--- config.mk ---
export PLATFORM = sky130hd
export DESIGN_NAME = mstlb_top
export DESIGN_NICKNAME = d
export VERILOG_FILES = /design/src/rtl/tlb_pkg.sv /design/src/rtl/tlb_cam_slot.sv /design/src/rtl/tlb_lru_age.sv /design/src/rtl/mstlb_top.sv
export SDC_FILE = /design/constraint.sdc
export NUM_CORES = 1
export LEC_CHECK = 0
export ABC_AREA = 1
export BUFFER_PORTS_ARGS = -buffer_cell sky130_fd_sc_hd__clkbuf_2
export CORE_UTILIZATION = 40
export CTS_CLUSTER_SIZE = 10
export DETAILED_ROUTE_END_ITERATION = 10
export HOLD_SLACK_MARGIN = 0.08
export PLACE_DENSITY = 0.66
export SLEW_MARGIN = 20
export SYNTH_ARGS = -nofsm -noshare
export SYNTH_HDL_FRONTEND = slang
export SYNTH_SLANG_ARGS = --single-unit
--- constraint.sdc ---
create_clock -name clk -period 11.7 [get_ports clk]
set_clock_uncertainty 0.2 [all_clocks]
set_input_delay 2.34 -clock clk [delete_from_list [all_inputs] [get_ports clk]]
set_output_delay 2.34 -clock clk [all_outputs]
set_load 0.1 [all_outputs]
--- src/rtl/tlb_pkg.sv ---
// Shared types and helpers for the mixed page-size translation cache.
// Assumes 32-bit virtual and physical addresses with a 4 KB minimum page.
package tlb_pkg;
    localparam int VA_W     = 32;
    localparam int PAGE_LSB = 12;
    localparam int VPN_W    = VA_W - PAGE_LSB;

    typedef enum logic [1:0] {
        PG_4K  = 2'd0,
        PG_64K = 2'd1,
        PG_1M  = 2'd2,
        PG_BAD = 2'd3
    } pg_size_e;

    // Page-number bits that take part in the tag compare for a given size
    function automatic logic [VPN_W-1:0] vpn_mask(pg_size_e sz);
        case (sz)
            PG_4K:   vpn_mask = {VPN_W{1'b1}};
            PG_64K:  vpn_mask = {{(VPN_W-4){1'b1}}, 4'h0};
            PG_1M:   vpn_mask = {{(VPN_W-8){1'b1}}, 8'h00};
            default: vpn_mask = '0;
        endcase
    endfunction
endpackage

--- src/rtl/tlb_cam_slot.sv ---
// One entry of the translation cache: storage plus size-masked compare
// against the lookup page and the flush page.
// Assumes wr_en is only raised for a legal size code and never together with
// a flush (the top module guarantees both).
module tlb_cam_slot
    import tlb_pkg::*;
(
    input  logic             clk,
    input  logic             rst_n,
    input  logic             wr_en,
    input  logic [VPN_W-1:0] wr_vpn,
    input  logic [VPN_W-1:0] wr_ppn,
    input  pg_size_e         wr_size,
    input  logic             flush_all,
    input  logic             flush_one,
    input  logic [VPN_W-1:0] flush_vpn,
    input  logic [VPN_W-1:0] lk_vpn,
    output logic             valid_o,
    output logic             lk_match_o,
    output pg_size_e         size_o,
    output logic [VPN_W-1:0] ppn_o
);
    logic             valid_q;
    logic [VPN_W-1:0] tag_q;
    logic [VPN_W-1:0] ppn_q;
    pg_size_e         size_q;
    logic [VPN_W-1:0] cmp_mask;
    logic             fl_cover;
    logic             kill;

    // Compare masks follow the stored page size
    always_comb begin
        cmp_mask   = vpn_mask(size_q);
        lk_match_o = valid_q && (((lk_vpn ^ tag_q) & cmp_mask) == '0);
        fl_cover   = valid_q && (((flush_vpn ^ tag_q) & cmp_mask) == '0);
        kill       = flush_all || (flush_one && fl_cover);
    end

    // Entry state: invalidate on flush, load on fill
    always_ff @(posedge clk) begin
        if (!rst_n) begin
            valid_q <= 1'b0;
            tag_q   <= '0;
            ppn_q   <= '0;
            size_q  <= PG_4K;
        end else if (kill) begin
            valid_q <= 1'b0;
        end else if (wr_en) begin
            valid_q <= 1'b1;
            tag_q   <= wr_vpn & vpn_mask(wr_size);
            ppn_q   <= wr_ppn & vpn_mask(wr_size);
            size_q  <= wr_size;
        end
    end

    assign valid_o = valid_q;
    assign size_o  = size_q;
    assign ppn_o   = ppn_q;


    flush_all_clears_chk: assert property (@(posedge clk) disable iff (!rst_n)
        flush_all |=> !valid_q);

    flush_one_covers_chk: assert property (@(posedge clk) disable iff (!rst_n)
        (flush_one && fl_cover) |=> !valid_q);
endmodule

--- src/rtl/tlb_lru_age.sv ---
// Least-recently-used tracker built from one age counter per entry.
// The ages always form a permutation of 0..N-1 and age N-1 is the oldest entry.
// Also picks the fill slot: lowest invalid entry, otherwise the oldest entry.
// Assumes N is a power of two, at least 2.
module tlb_lru_age #(
    parameter  int N  = 8,
    localparam int IW = $clog2(N)
) (
    input  logic          clk,
    input  logic          rst_n,
    input  logic          touch_en,
    input  logic [IW-1:0] touch_idx,
    input  logic [N-1:0]  valid_i,
    output logic [IW-1:0] fill_idx_o
);
    logic [IW-1:0] age_q [N];
    logic [N-1:0]  oldest_vec;
    logic [IW-1:0] victim;

    // Age update: the touched entry becomes youngest, younger ones age by one
    always_ff @(posedge clk) begin
        if (!rst_n) begin
            for (int i = 0; i < N; i++) age_q[i] <= IW'(i);
        end else if (touch_en) begin
            for (int i = 0; i < N; i++) begin
                if (IW'(i) == touch_idx)            age_q[i] <= '0;
                else if (age_q[i] < age_q[touch_idx]) age_q[i] <= age_q[i] + 1'b1;
            end
        end
    end

    // Victim search, then the invalid-first override
    always_comb begin
        victim = '0;
        for (int i = 0; i < N; i++) begin
            oldest_vec[i] = (age_q[i] == IW'(N - 1));
            if (oldest_vec[i]) victim = IW'(i);
        end
        fill_idx_o = victim;
        for (int i = N - 1; i >= 0; i--) begin
            if (!valid_i[i]) fill_idx_o = IW'(i);
        end
    end


    lru_perm_chk: assert property (@(posedge clk) disable iff (!rst_n)
        $countones(oldest_vec) == 1);
endmodule

--- src/rtl/mstlb_top.sv ---
// Fully associative translation cache holding 1 MB, 64 KB and 4 KB pages.
// Lookups answer combinationally. Fills, flushes and LRU updates take effect
// at the next clock edge. Overlapping matches are reported as multi-hit
// faults, split by access direction.
// Assumes the walker presents page numbers, with address bits [31:12] only.
module mstlb_top
    import tlb_pkg::*;
#(
    parameter int NUM_ENTRIES = 8
) (
    input  logic             clk,
    input  logic             rst_n,
    input  logic             lk_valid,
    input  logic [VA_W-1:0]  lk_va,
    input  logic             lk_write,
    output logic             lk_hit,
    output logic [VA_W-1:0]  lk_pa,
    output logic [1:0]       lk_size,
    output logic             mh_rd,
    output logic             mh_wr,
    input  logic             fill_valid,
    input  logic [VPN_W-1:0] fill_vpn,
    input  logic [VPN_W-1:0] fill_ppn,
    input  logic [1:0]       fill_size,
    input  logic             flush_all,
    input  logic             flush_one,
    input  logic [VPN_W-1:0] flush_vpn
);
    localparam int IW  = $clog2(NUM_ENTRIES);
    localparam int CW  = $clog2(NUM_ENTRIES + 1);

    logic [NUM_ENTRIES-1:0] valid_vec;
    logic [NUM_ENTRIES-1:0] match_vec;
    pg_size_e               slot_size [NUM_ENTRIES];
    logic [VPN_W-1:0]       slot_ppn  [NUM_ENTRIES];
    logic [IW-1:0]          fill_idx;
    logic [IW-1:0]          hit_idx;
    logic [CW-1:0]          match_cnt;
    logic                   fill_go;
    logic                   touch_en;
    logic [IW-1:0]          touch_idx;
    logic [VPN_W-1:0]       hit_mask;
    logic [VPN_W-1:0]       lk_vpn;

    assign lk_vpn  = lk_va[VA_W-1:PAGE_LSB];
    // A fill is taken only without a flush and with a legal size
    assign fill_go = fill_valid && !flush_all && !flush_one && (fill_size != 2'd3);

    genvar g;
    generate
        for (g = 0; g < NUM_ENTRIES; g++) begin : g_slot
            tlb_cam_slot u_slot (
                .clk        (clk),
                .rst_n      (rst_n),
                .wr_en      (fill_go && (fill_idx == IW'(g))),
                .wr_vpn     (fill_vpn),
                .wr_ppn     (fill_ppn),
                .wr_size    (pg_size_e'(fill_size)),
                .flush_all  (flush_all),
                .flush_one  (flush_one),
                .flush_vpn  (flush_vpn),
                .lk_vpn     (lk_vpn),
                .valid_o    (valid_vec[g]),
                .lk_match_o (match_vec[g]),
                .size_o     (slot_size[g]),
                .ppn_o      (slot_ppn[g])
            );
        end
    endgenerate

    // Count matches and find the matching index
    always_comb begin
        match_cnt = '0;
        hit_idx   = '0;
        for (int i = 0; i < NUM_ENTRIES; i++) begin
            if (match_vec[i]) begin
                match_cnt = match_cnt + 1'b1;
                hit_idx   = IW'(i);
            end
        end
    end

    // Result formation: a hit needs exactly one match, otherwise fault or miss
    always_comb begin
        lk_hit   = lk_valid && (match_cnt == CW'(1));
        mh_rd    = lk_valid && (match_cnt > CW'(1)) && !lk_write;
        mh_wr    = lk_valid && (match_cnt > CW'(1)) && lk_write;
        hit_mask = vpn_mask(slot_size[hit_idx]);
        lk_pa    = '0;
        lk_size  = 2'd0;
        if (lk_hit) begin
            lk_pa   = {(slot_ppn[hit_idx] & hit_mask) | (lk_vpn & ~hit_mask),
                       lk_va[PAGE_LSB-1:0]};
            lk_size = slot_size[hit_idx];
        end
    end

    // Recency update: a fill outranks a lookup hit in the same cycle
    assign touch_en  = fill_go || lk_hit;
    assign touch_idx = fill_go ? fill_idx : hit_idx;

    tlb_lru_age #(.N(NUM_ENTRIES)) u_lru (
        .clk        (clk),
        .rst_n      (rst_n),
        .touch_en   (touch_en),
        .touch_idx  (touch_idx),
        .valid_i    (valid_vec),
        .fill_idx_o (fill_idx)
    );


    multihit_excl_chk: assert property (@(posedge clk) disable iff (!rst_n)
        (mh_rd || mh_wr) |-> (!lk_hit && !(mh_rd && mh_wr)));

    idle_quiet_chk: assert property (@(posedge clk) disable iff (!rst_n)
        !lk_valid |-> (!lk_hit && !mh_rd && !mh_wr));

    fill_grows_chk: assert property (@(posedge clk) disable iff (!rst_n)
        (fill_go && !(&valid_vec)) |=> ($countones(valid_vec) == $past($countones(valid_vec)) + 1));

    flush_beats_fill_chk: assert property (@(posedge clk) disable iff (!rst_n)
        (fill_valid && (flush_all || flush_one)) |=> ($countones(valid_vec) <= $past($countones(valid_vec))));

    bad_size_drop_chk: assert property (@(posedge clk) disable iff (!rst_n)
        (fill_valid && fill_size == 2'd3 && !flush_all && !flush_one) |=> (valid_vec == $past(valid_vec)));
endmodule

==> reports/qor.txt, run 1 <==
Outcome: completed
CP max-delay cell: nor4_1
First-pass GRT wire length: 114 mm
GRT Residual Overflow: 0
FF-to-FF setup slack: 4.73 ns
Final setup violation count: 0
Vias after detailed routing: 20540
Multi-input gate area: 11400 um2
Share of the synthesized area in the top cell type: 0.325
DRC viols: 0
Post-synth EDFFs: 24
# H-tree levels: 2
Cts hold-fix bufs: 0
Reg2Reg Depth: 31
Initial DRC Count: 1984
Avg Cell Area, Syn: 6.93 um2
Switching power: 0.000775 W
Buffers on Ports: 137
Num rows: 84
Crit path kind: in -> out
Max_cap viols: 0
Worst setup startpoint: lk_va[25]
Synth cell types: 47
Min-delay worst type: reg -> reg
Critical Path Start Type: input port
Fin. max-slew vios: 0
CP endpoint kind: primary output
HPWL reported at the end of detailed placement: 50.9 mm
Power Internal: 0.00211 W
Post-route insts no fill: 3802
CTS resizes: 0
CP required: 9.16 ns
Sink Count: 368
CP top delay family: simple AND/OR/NAND/NOR gates
Synth Warn #: 0
IO Pins: 138
Final min period: 11.18 ns
Worst R2R Start: g_slot[0].u_slot.tag_q[13]
Initial Utilization: 0.404
Pleak: 10.0 nW
Sequential power share: 0.447
Share of cells above drive strength 1: 0.0965
Synth Cell Area: 21200 um2
Area of the core: 52400 um2
Endpoint, Worst Hold: g_slot[6].u_slot.ppn_o[13]
Setup Total Neg Slack: 0 ns
Clk pwr share: 0.459
Number of buffers created by CTS: 46
Number of global-route vias before repair: 18627
Seq/Total Area, Yosys: 0.359
Crit Path Max Fanout: 27
GR Util All Layers: 0.275
Unrepaired setup endpoints after global routing: false
CTS max path bufs: 3
Hold depth: 2
Total Power: 0.00289 W
Yosys top cell by area: dfxtp_1
Logic pwr share: 0.095
Switching Share: 0.268
Drt total wl: 74.4 mm
WL/cell: 19.6 um
Worst Tran Pin Value: 1.11 ns
Reg2reg end: u_lru.age_q[2][1]
Fin. Hold Viols: 0
Slew margin rel.: 0.259
Count leader, synth: nand2_1
Share of synthesized registers carrying an async set or reset: 0
Hold WS: 0.248 ns
Dpl cell area: 22200 um2
Post-CTS Setup Bufs: 0
Die H: 232 um
Synth Net Count: 3202
CTS tree: built
Max incr delay on CP: 0.46 ns
Design area: 23600 um2
Critical path data arrival time: 8.64 ns
Placed cell count: 3729
Buffer and inverter count on the worst path: 7
Final period util: 0.955
Fill cells: 5369
Final nets: 3230
Clk root buf: clkbuf_16
Syn-to-layout area delta: 11.1%
Gate Count Post-Synth: 3061
Fmax: 89.5 MHz
Clock slew at reported path FFs: 0.05 ns
Largest net degree at the start of global routing: 139
Drt first pass iters: 5
Commonest cells post-synth: nand2_1, o21ai_0, a21oi_1, dfxtp_1, inv_1
Initial antenna violation count: 2
Die W: 232 um
RD Place Congestion: 0.992
Post-synthesis register bit count: 368
Most common flop cell mapped by yosys: dfxtp_1
Die area: 53900 um2
Critical path's most frequent cell: ha_1
Clock Latency Late Sink: 0.61 ns
Min-delay src: g_slot[6].u_slot.ppn_o[13]
Via density: 5.40
Peak VDD IR: 0.0000925 V
Reg area: 7610 um2
PwrDens: 122 nW/um2
Routed Antenna Nets: 0
Synth top area cells: dfxtp_1, o21ai_0, nand2_1, a21oi_1, xor2_1
## state kept, by name, summed over array words and instances, names as in the netlist
register,cells
g_slot.u_slot.ppn_o,160
g_slot.u_slot.tag_q,160
g_slot.u_slot.size_o,16
g_slot.u_slot.valid_o,8
u_lru.age_q,24
## cell type report
type	instances	share of cell area
antenna	4	0.000425
clock buffer	59	0.0530
clock inverter	10	0.00419
inverter	364	0.0580
multi-input combinational	2139	0.485
sequential	368	0.323
tap	688	0.0365
timing repair buffer	170	0.0399
## power groups by stage
| stage | registers (W) | clock network (W) | logic (W) |
|---|---|---|---|
| 2_1_floorplan | 0.00131 | 0 | 0.000181 |
| 3_5_place_dp | 0.00132 | 0 | 0.000268 |
| 5_1_grt | 0.00129 | 0.00139 | 0.000302 |
| 6_report | 0.00129 | 0.00132 | 0.000273 |
| 3_3_place_gp | 0.00132 | 0 | 0.000267 |
| 4_1_cts | 0.00129 | 0.00134 | 0.000269 |
## worst max-delay path by stage
stage / slack, ns / depth (start not counted) / end
after floorplan: 0.14 / 30 / lk_pa[17]
after CTS: 0.53 / 31 / lk_pa[5]
after global placement: 0.69 / 31 / lk_pa[11]
final: 0.52 / 31 / lk_pa[5]
after detailed placement: 0.57 / 31 / lk_pa[5]
after global routing: 0.14 / 31 / lk_pa[4]
## cell families after synthesis
family	Yosys count	synth area share
and+or+nand+nor	978	0.196
AOI/OAI and AO/OA	863	0.211
buffers and inverters	554	0.104
DFF	368	0.359
xor gates and xnor gates	258	0.107
adders and majority gates	40	0.0236
## tightest hold or removal path, delay by kind of cell, from the launching register on
kind	cells	cell delay [ns]
AO/OA/AOI/OAI	1	0.05
buffers and inverters	1	0.05
flip-flops	1	0.29
## stage by stage
stage | setup slack (ns) | utilization
2_1_floorplan | 0.136 | -
3_3_place_gp | 0.689 | 0.423
3_5_place_dp | 0.572 | 0.423
4_1_cts | 0.527 | 0.449
5_1_grt | 0.145 | 0.449
6_report | 0.522 | 0.449
## cells in the final DEF (no fill, tap or decap), drive strengths merged, types with 3 or more instances in the layout
cell type	instances
o211ai	18
clkinv	9
xnor2	100
edfxtp	24
clkbuf	195
inv	363
xor2	158
nor4	29
ha	40
o2111ai	3
nand3	133
dfxtp	344
nor3	27
or2	3
buf	34
a211oi	8
nor2	204
o22ai	21
o21ai	424
a21oi	379
diode	4
nand2	548
nand4	29
## routing by layer
metal,share of wire,up-vias,track usage,wire length (um)
met1,0.44,9458,0.379,32600
met5,0,-,0,0
met2,0.44,882,0.425,32500
met3,0.091,145,0.0514,6760
li1,-,10055,-,-
met4,0.035,0,0.0991,2600
(Power assumes the default switching activity.)
==> run 2, diff against run 1 <==
- CTS_CLUSTER_SIZE: 10 -> default
- clock period: 11.7 -> 10.9 ns (I/O delays scaled with it)
==> run 2 against run 1 <==
The run now ends with DRC left. Global-route usage fell by 0.97 points. Flip-flop and latch count did not move. Critical path depth did not move. Count of clock-buffer cells in the layout fell by 1. Worst setup slack got worse by 0.062 ns. Power rose by 6.6%. Design area rose by 2.4%. First-iteration DRC count rose by 4.6%. Critical path type unchanged. Critical endpoint is now lk_pa[15]. Largest cell class unchanged. Largest power group unchanged.
==> reports/qor.txt, run 2 (same netlist as run 1, synthesis figures left out) <==
Share of cells above drive strength 1: 0.101 (+0.00456)
Initial DRC Count: 2075 (+4.6%)
Min-delay worst type: reg -> reg
CP max-delay cell: nor4_1
# H-tree levels: 2 (unchanged)
Number of global-route vias before repair: 18358 (-1.4%)
Final min period: 10.44 ns
CP top delay family: simple AND/OR/NAND/NOR gates
Syn-to-layout area delta: 13.8%
Die W: 232 um (unchanged)
Slew margin rel.: 0.225 (-0.0339)
Clock Latency Late Sink: 0.58 ns (-0.03 ns)
Setup Total Neg Slack: 0 ns (unchanged)
Drt total wl: 72.7 mm (-2.3%)
Die H: 232 um (unchanged)
Final WS setup: 0.460 ns (-0.0616 ns)
Ant diodes: 0 (-4)
Num rows: 84 (unchanged)
Initial Utilization: 0.404 (unchanged)
Number of buffers created by CTS: 40 (-13%)
Failing checks: DRC
CP endpoint kind: primary output
CTS resizes: 0 (unchanged)
Worst setup startpoint: lk_va[26]
Vias after detailed routing: 20347 (-0.94%)
Pleak: 10.2 nW (+1.7%)
Fill cells: 5315 (-1.0%)
Buffers on Ports: 137 (unchanged)
GRT Residual Overflow: 0 (unchanged)
Multi-input gate area: 11500 um2 (+0.22%)
Cts hold-fix bufs: 0 (unchanged)
Reg area: 7610 um2 (unchanged)
Max incr delay on CP: 0.51 ns (+0.05 ns)
Routed Antenna Nets: 0 (unchanged)
Hold WS: 0.247 ns (-0.000964 ns)
RD Place Congestion: 1.00 (+0.85%)
DRC viols: 1 (+1)
Most common cell after layout, fill and taps aside: nand2_1
CTS max path bufs: 3 (unchanged)
Dpl ws: 0.454 ns (-0.118 ns)
Clock slew at reported path FFs: 0.06 ns (about the same)
Via density: 5.35 (-1.0%)
Final nets: 3231 (+0.031%)
CP required: 8.52 ns (-0.64 ns)
Fin. max-slew vios: 0 (unchanged)
Critical path's most frequent cell: ha_1
Largest net degree at the start of global routing: 121 (-13%)
Worst Tran Pin Value: 1.16 ns (+0.0508 ns)
Die area: 53900 um2 (unchanged)
First-pass GRT wire length: 110 mm (-3.2%)
HPWL reported at the end of detailed placement: 50.4 mm (-0.88%)
Drt first pass iters: 9 (+4)
Worst R2R Start: g_slot[0].u_slot.tag_q[18]
Crit Path Max Fanout: 21 (-22%)
Final period util: 0.958
IO Pins: 138 (unchanged)
FF-to-FF setup slack: 4.40 ns (-0.33 ns)
CTS tree: built
WL/cell: 19.1 um (-2.4%)
Min-delay src: g_slot[4].u_slot.ppn_o[4]
GR Util All Layers: 0.265 (-0.00971)
Unrepaired setup endpoints after global routing: false
Outcome: finished, violations left
Post-CTS Setup Bufs: 0 (unchanged)
Clk root buf: clkbuf_16
Commonest cells after routing, fill and taps aside: nand2_1, o21ai_0, a21oi_1, dfxtp_1, inv_1
Max_cap viols: 0 (unchanged)
Critical Path Start Type: input port
PwrDens: 127 nW/um2 (+4.1%)
Buffer and inverter count on the worst path: 7 (unchanged)
Area of the core: 52400 um2 (unchanged)
Final setup violation count: 0 (unchanged)
Utilization after layout: 0.460 (+0.0109)
Crit path kind: in -> out
Sink Count: 368 (unchanged)
Fin. Hold Viols: 0 (unchanged)
Initial antenna violation count: 0 (-2)
Fmax: 95.8 MHz
Critical path data arrival time: 8.06 ns (-0.58 ns)
Peak VDD IR: 0.0000924 V (about the same)
run 2: cell types whose count changed in the layout (fill, tap and decap cells not counted), sizes merged:
cell,before,now
buf,34,76
bufinv,0,2
clkbuf,195,159
clkinv,9,11
clkinvlp,2,0
diode,4,0
run 2: worst reg2reg max path: cells and delay by family, from the launching register on:
family | cells | cell delay (ns)
flops | 1 | 0.48
compound gates | 4 | 0.80
xor+xnor | 2 | 0.26
buf+inv | 5 | 0.52
simple gates | 15 | 2.48
fa+ha+maj | 5 | 1.42
run 2: metrics by stage:
step           total power (W)  cell area, um2  cells
6_report               0.00308           24100   3806
3_3_place_gp           0.00170           22800   3736
3_5_place_dp           0.00170           22800   3736
5_1_grt                0.00317           24100   3806
4_1_cts                0.00309           24100   3806
2_1_floorplan          0.00160           21200   3061
run 2: report_power, final:
| group | internal (W) | leakage [nW] | total [W] | switching [W] |
|---|---|---|---|---|
| registers | 0.00137 | 3.00 | 0.00138 | 0.0000106 |
| clock network | 0.000818 | 0.665 | 0.00140 | 0.000582 |
| logic | 0.0000922 | 6.54 | 0.000295 | 0.000203 |
| total | 0.00228 | 10.2 | 0.00308 | 0.000795 |
run 2: layout make-up:
class                      instances  share of cell area
multi-input combinational       2139               0.475
sequential                       368               0.315
timing repair buffer             177              0.0629
inverter                         364              0.0566
clock buffer                      58              0.0502
tap                              688              0.0357
clock inverter                    12             0.00487
run 2: layer usage:
layer	vias up	routed length, um	global-route usage
li1	10053	-	-
met1	9409	32800	0.365
met2	781	32700	0.425
met3	104	5290	0.0366
met4	0	2010	0.0863
met5	-	0	0
run 2: worst paths after layout:
path | endpoint | depth (start not counted)
min reg2reg | g_slot[4].u_slot.ppn_o[4] | 2
max reg2reg | u_lru.age_q[1][1] | 31
max | lk_pa[15] | 31
min | g_slot[4].u_slot.ppn_o[4] | 2
==> run 3, diff against run 2 <==
- clock period: 10.9 -> 10.8 ns (I/O delays scaled with it)
==> run 3 against run 2 <==
The flow now finishes without violations. Critical path depth did not move. Non-clock buffer count fell by 4. Flip-flop and latch count stayed put. Register-to-register slack got worse by 0.04 ns. Sequential power hardly changed. Design area grew 0.35%. Power up 4.4%. Sequential share of layout area down 0.11 points. Clock power up 9%. Worst hold slack better by 0.0021 ns. Critical path type unchanged. Largest power group unchanged.
==> reports/qor.txt, run 3 (same netlist as run 1, synthesis figures left out) <==
Pleak: 10.2 nW (+0.22%)
CP endpoint kind: primary output
Max_cap viols: 0 (unchanged)
Min-delay src: g_slot[7].u_slot.ppn_o[10]
GR Util All Layers: 0.267 (+0.00137)
Clock slew at reported path FFs: 0.06 ns (about the same)
Crit path kind: in -> out
Max incr delay on CP: 0.47 ns (-0.04 ns)
First-pass GRT wire length: 111 mm (+0.80%)
RD Place Congestion: 0.971 (-2.9%)
Initial DRC Count: 2270 (+9.4%)
Crit Path Max Fanout: 21 (unchanged)
Clk root buf: clkbuf_16
Commonest cells after routing, fill and taps aside: nand2_1, o21ai_0, a21oi_1, dfxtp_1, inv_1
Clk pwr share: 0.473 (+0.018)
# H-tree levels: 2 (unchanged)
Min-delay worst type: reg -> reg
Fmax: 96.9 MHz
Peak VDD IR: 0.0000954 V (+3.3%)
PwrDens: 133 nW/um2 (+4.1%)
Power Internal: 0.00238 W (+4.3%)
Area of the core: 52400 um2 (unchanged)
Worst Tran Pin Value: 1.21 ns (+0.0453 ns)
Fin. max-slew vios: 0 (unchanged)
Critical path data arrival time: 7.96 ns (-0.10 ns)
Logic pwr share: 0.092 (-0.004)
Switching Share: 0.260 (+0.00120)
Vias after detailed routing: 20467 (+0.59%)
Final min period: 10.32 ns
Unrepaired setup endpoints after global routing: false
FF-to-FF setup slack: 4.36 ns (-0.04 ns)
Worst R2R Start: g_slot[0].u_slot.tag_q[14]
GRT Residual Overflow: 0 (unchanged)
CTS tree: built
Number of global-route vias before repair: 18628 (+1.5%)
Die W: 232 um (unchanged)
Die H: 232 um (unchanged)
CP max-delay cell: nor4_1
Critical Path Start Type: input port
CTS resizes: 0 (unchanged)
Fin. Hold Viols: 0 (unchanged)
Hold depth: 2 (unchanged)
Post-CTS Setup Bufs: 0 (unchanged)
Most common cell after layout, fill and taps aside: nand2_1
Design area: 24200 um2 (+0.35%)
HPWL reported at the end of detailed placement: 49.8 mm (-1.2%)
Utilization after layout: 0.462 (+0.00162)
Drt first pass iters: 6 (-3)
Final period util: 0.955
Total Power: 0.00321 W (+4.4%)
Initial antenna violation count: 2 (+2)
DRC viols: 0 (-1)
Critical path's most frequent cell: ha_1
Hold WS: 0.249 ns (+0.00214 ns)
Share of cells above drive strength 1: 0.0997 (-0.00128)
Largest net degree at the start of global routing: 116 (-4.1%)
Die area: 53900 um2 (unchanged)
CP required: 8.44 ns (-0.08 ns)
Clock Latency Late Sink: 0.59 ns (about the same)
Final setup violation count: 0 (unchanged)
Reg2Reg Depth: 31 (unchanged)
Setup Total Neg Slack: 0 ns (unchanged)
Number of buffers created by CTS: 41 (+2.5%)
IO Pins: 138 (unchanged)
Routed Antenna Nets: 0 (unchanged)
WL/cell: 19.1 um (about the same)
Switching power: 0.000834 W (+4.9%)
Cts hold-fix bufs: 0 (unchanged)
CTS max path bufs: 3 (unchanged)
Slew margin rel.: 0.195 (-0.0302)
Sink Count: 368 (unchanged)
Dpl cell area: 22800 um2 (-0.13%)
Sequential power share: 0.434 (-0.015)
Final nets: 3228 (-0.093%)
Buffers on Ports: 137 (unchanged)
Via density: 5.37 (+0.54%)
Reg2reg end: u_lru.age_q[7][2]
Num rows: 84 (unchanged)
Endpoint, Worst Hold: g_slot[7].u_slot.ppn_o[10]
Drt total wl: 72.8 mm (about the same)
Syn-to-layout area delta: 14.2%
Outcome: completed
Initial Utilization: 0.404 (unchanged)
## run 3: changes by cell type in the layout (fill, tap and decap cells not counted), sizes merged
cell,previous run,this run
diode,0,2
bufinv,2,5
buf,76,72
clkinv,11,9
inv,363,364
clkbuf,159,161
## run 3: cell type report
| type | count | area (um2) |
|---|---|---|
| Clock inverter | 14 | 229 |
| Tap cell | 688 | 861 |
| Clock buffer | 60 | 1210 |
| Timing Repair Buffer | 173 | 1490 |
| Inverter | 364 | 1370 |
| Antenna cell | 2 | 5.00 |
| Fill cell | 5281 | 28200 |
| Sequential cell | 368 | 7610 |
| Multi-Input combinational cell | 2139 | 11500 |
## run 3: critical path, delay by kind of cell
family	cells	cell delay, ns
simple gates	13	2.37
buf+inv	7	0.94
xor+xnor	2	0.30
compound gates	4	0.78
fa+ha+maj	5	1.39
## run 3: power groups by stage
stage | combinational, W | sequential, W | clock, W
floorplan | 0.000197 | 0.00142 | 0
global placement | 0.000291 | 0.00143 | 0
detailed placement | 0.000290 | 0.00143 | 0
CTS | 0.000292 | 0.00140 | 0.00153
global route | 0.000326 | 0.00140 | 0.00159
finish | 0.000297 | 0.00140 | 0.00152
## run 3: how the worst max path moves through the flow
stage / from / to / slack, ns
floorplan: lk_va[29] / lk_pa[17] / -0.40
global placement: lk_va[26] / lk_pa[14] / 0.61
detailed placement: lk_va[26] / lk_pa[12] / 0.55
CTS: lk_va[26] / lk_pa[12] / 0.54
global route: lk_va[26] / lk_pa[15] / 0.11
finish: lk_va[26] / lk_pa[12] / 0.48
## run 3: routing by layer
layer  vias up  GRT usage  part of all wire
li1      10068          -                 -
met1      9380      0.369              0.44
met2       869      0.411              0.44
met3       150     0.0366             0.082
met4         0      0.115             0.039
met5         -          0                 0
## run 3: stage by stage
stage / cells / setup slack, ns
4_1_cts: 3806 / 0.536
5_1_grt: 3807 / 0.107
6_report: 3808 / 0.482
2_1_floorplan: 3061 / -0.404
3_5_place_dp: 3732 / 0.552
3_3_place_gp: 3732 / 0.610
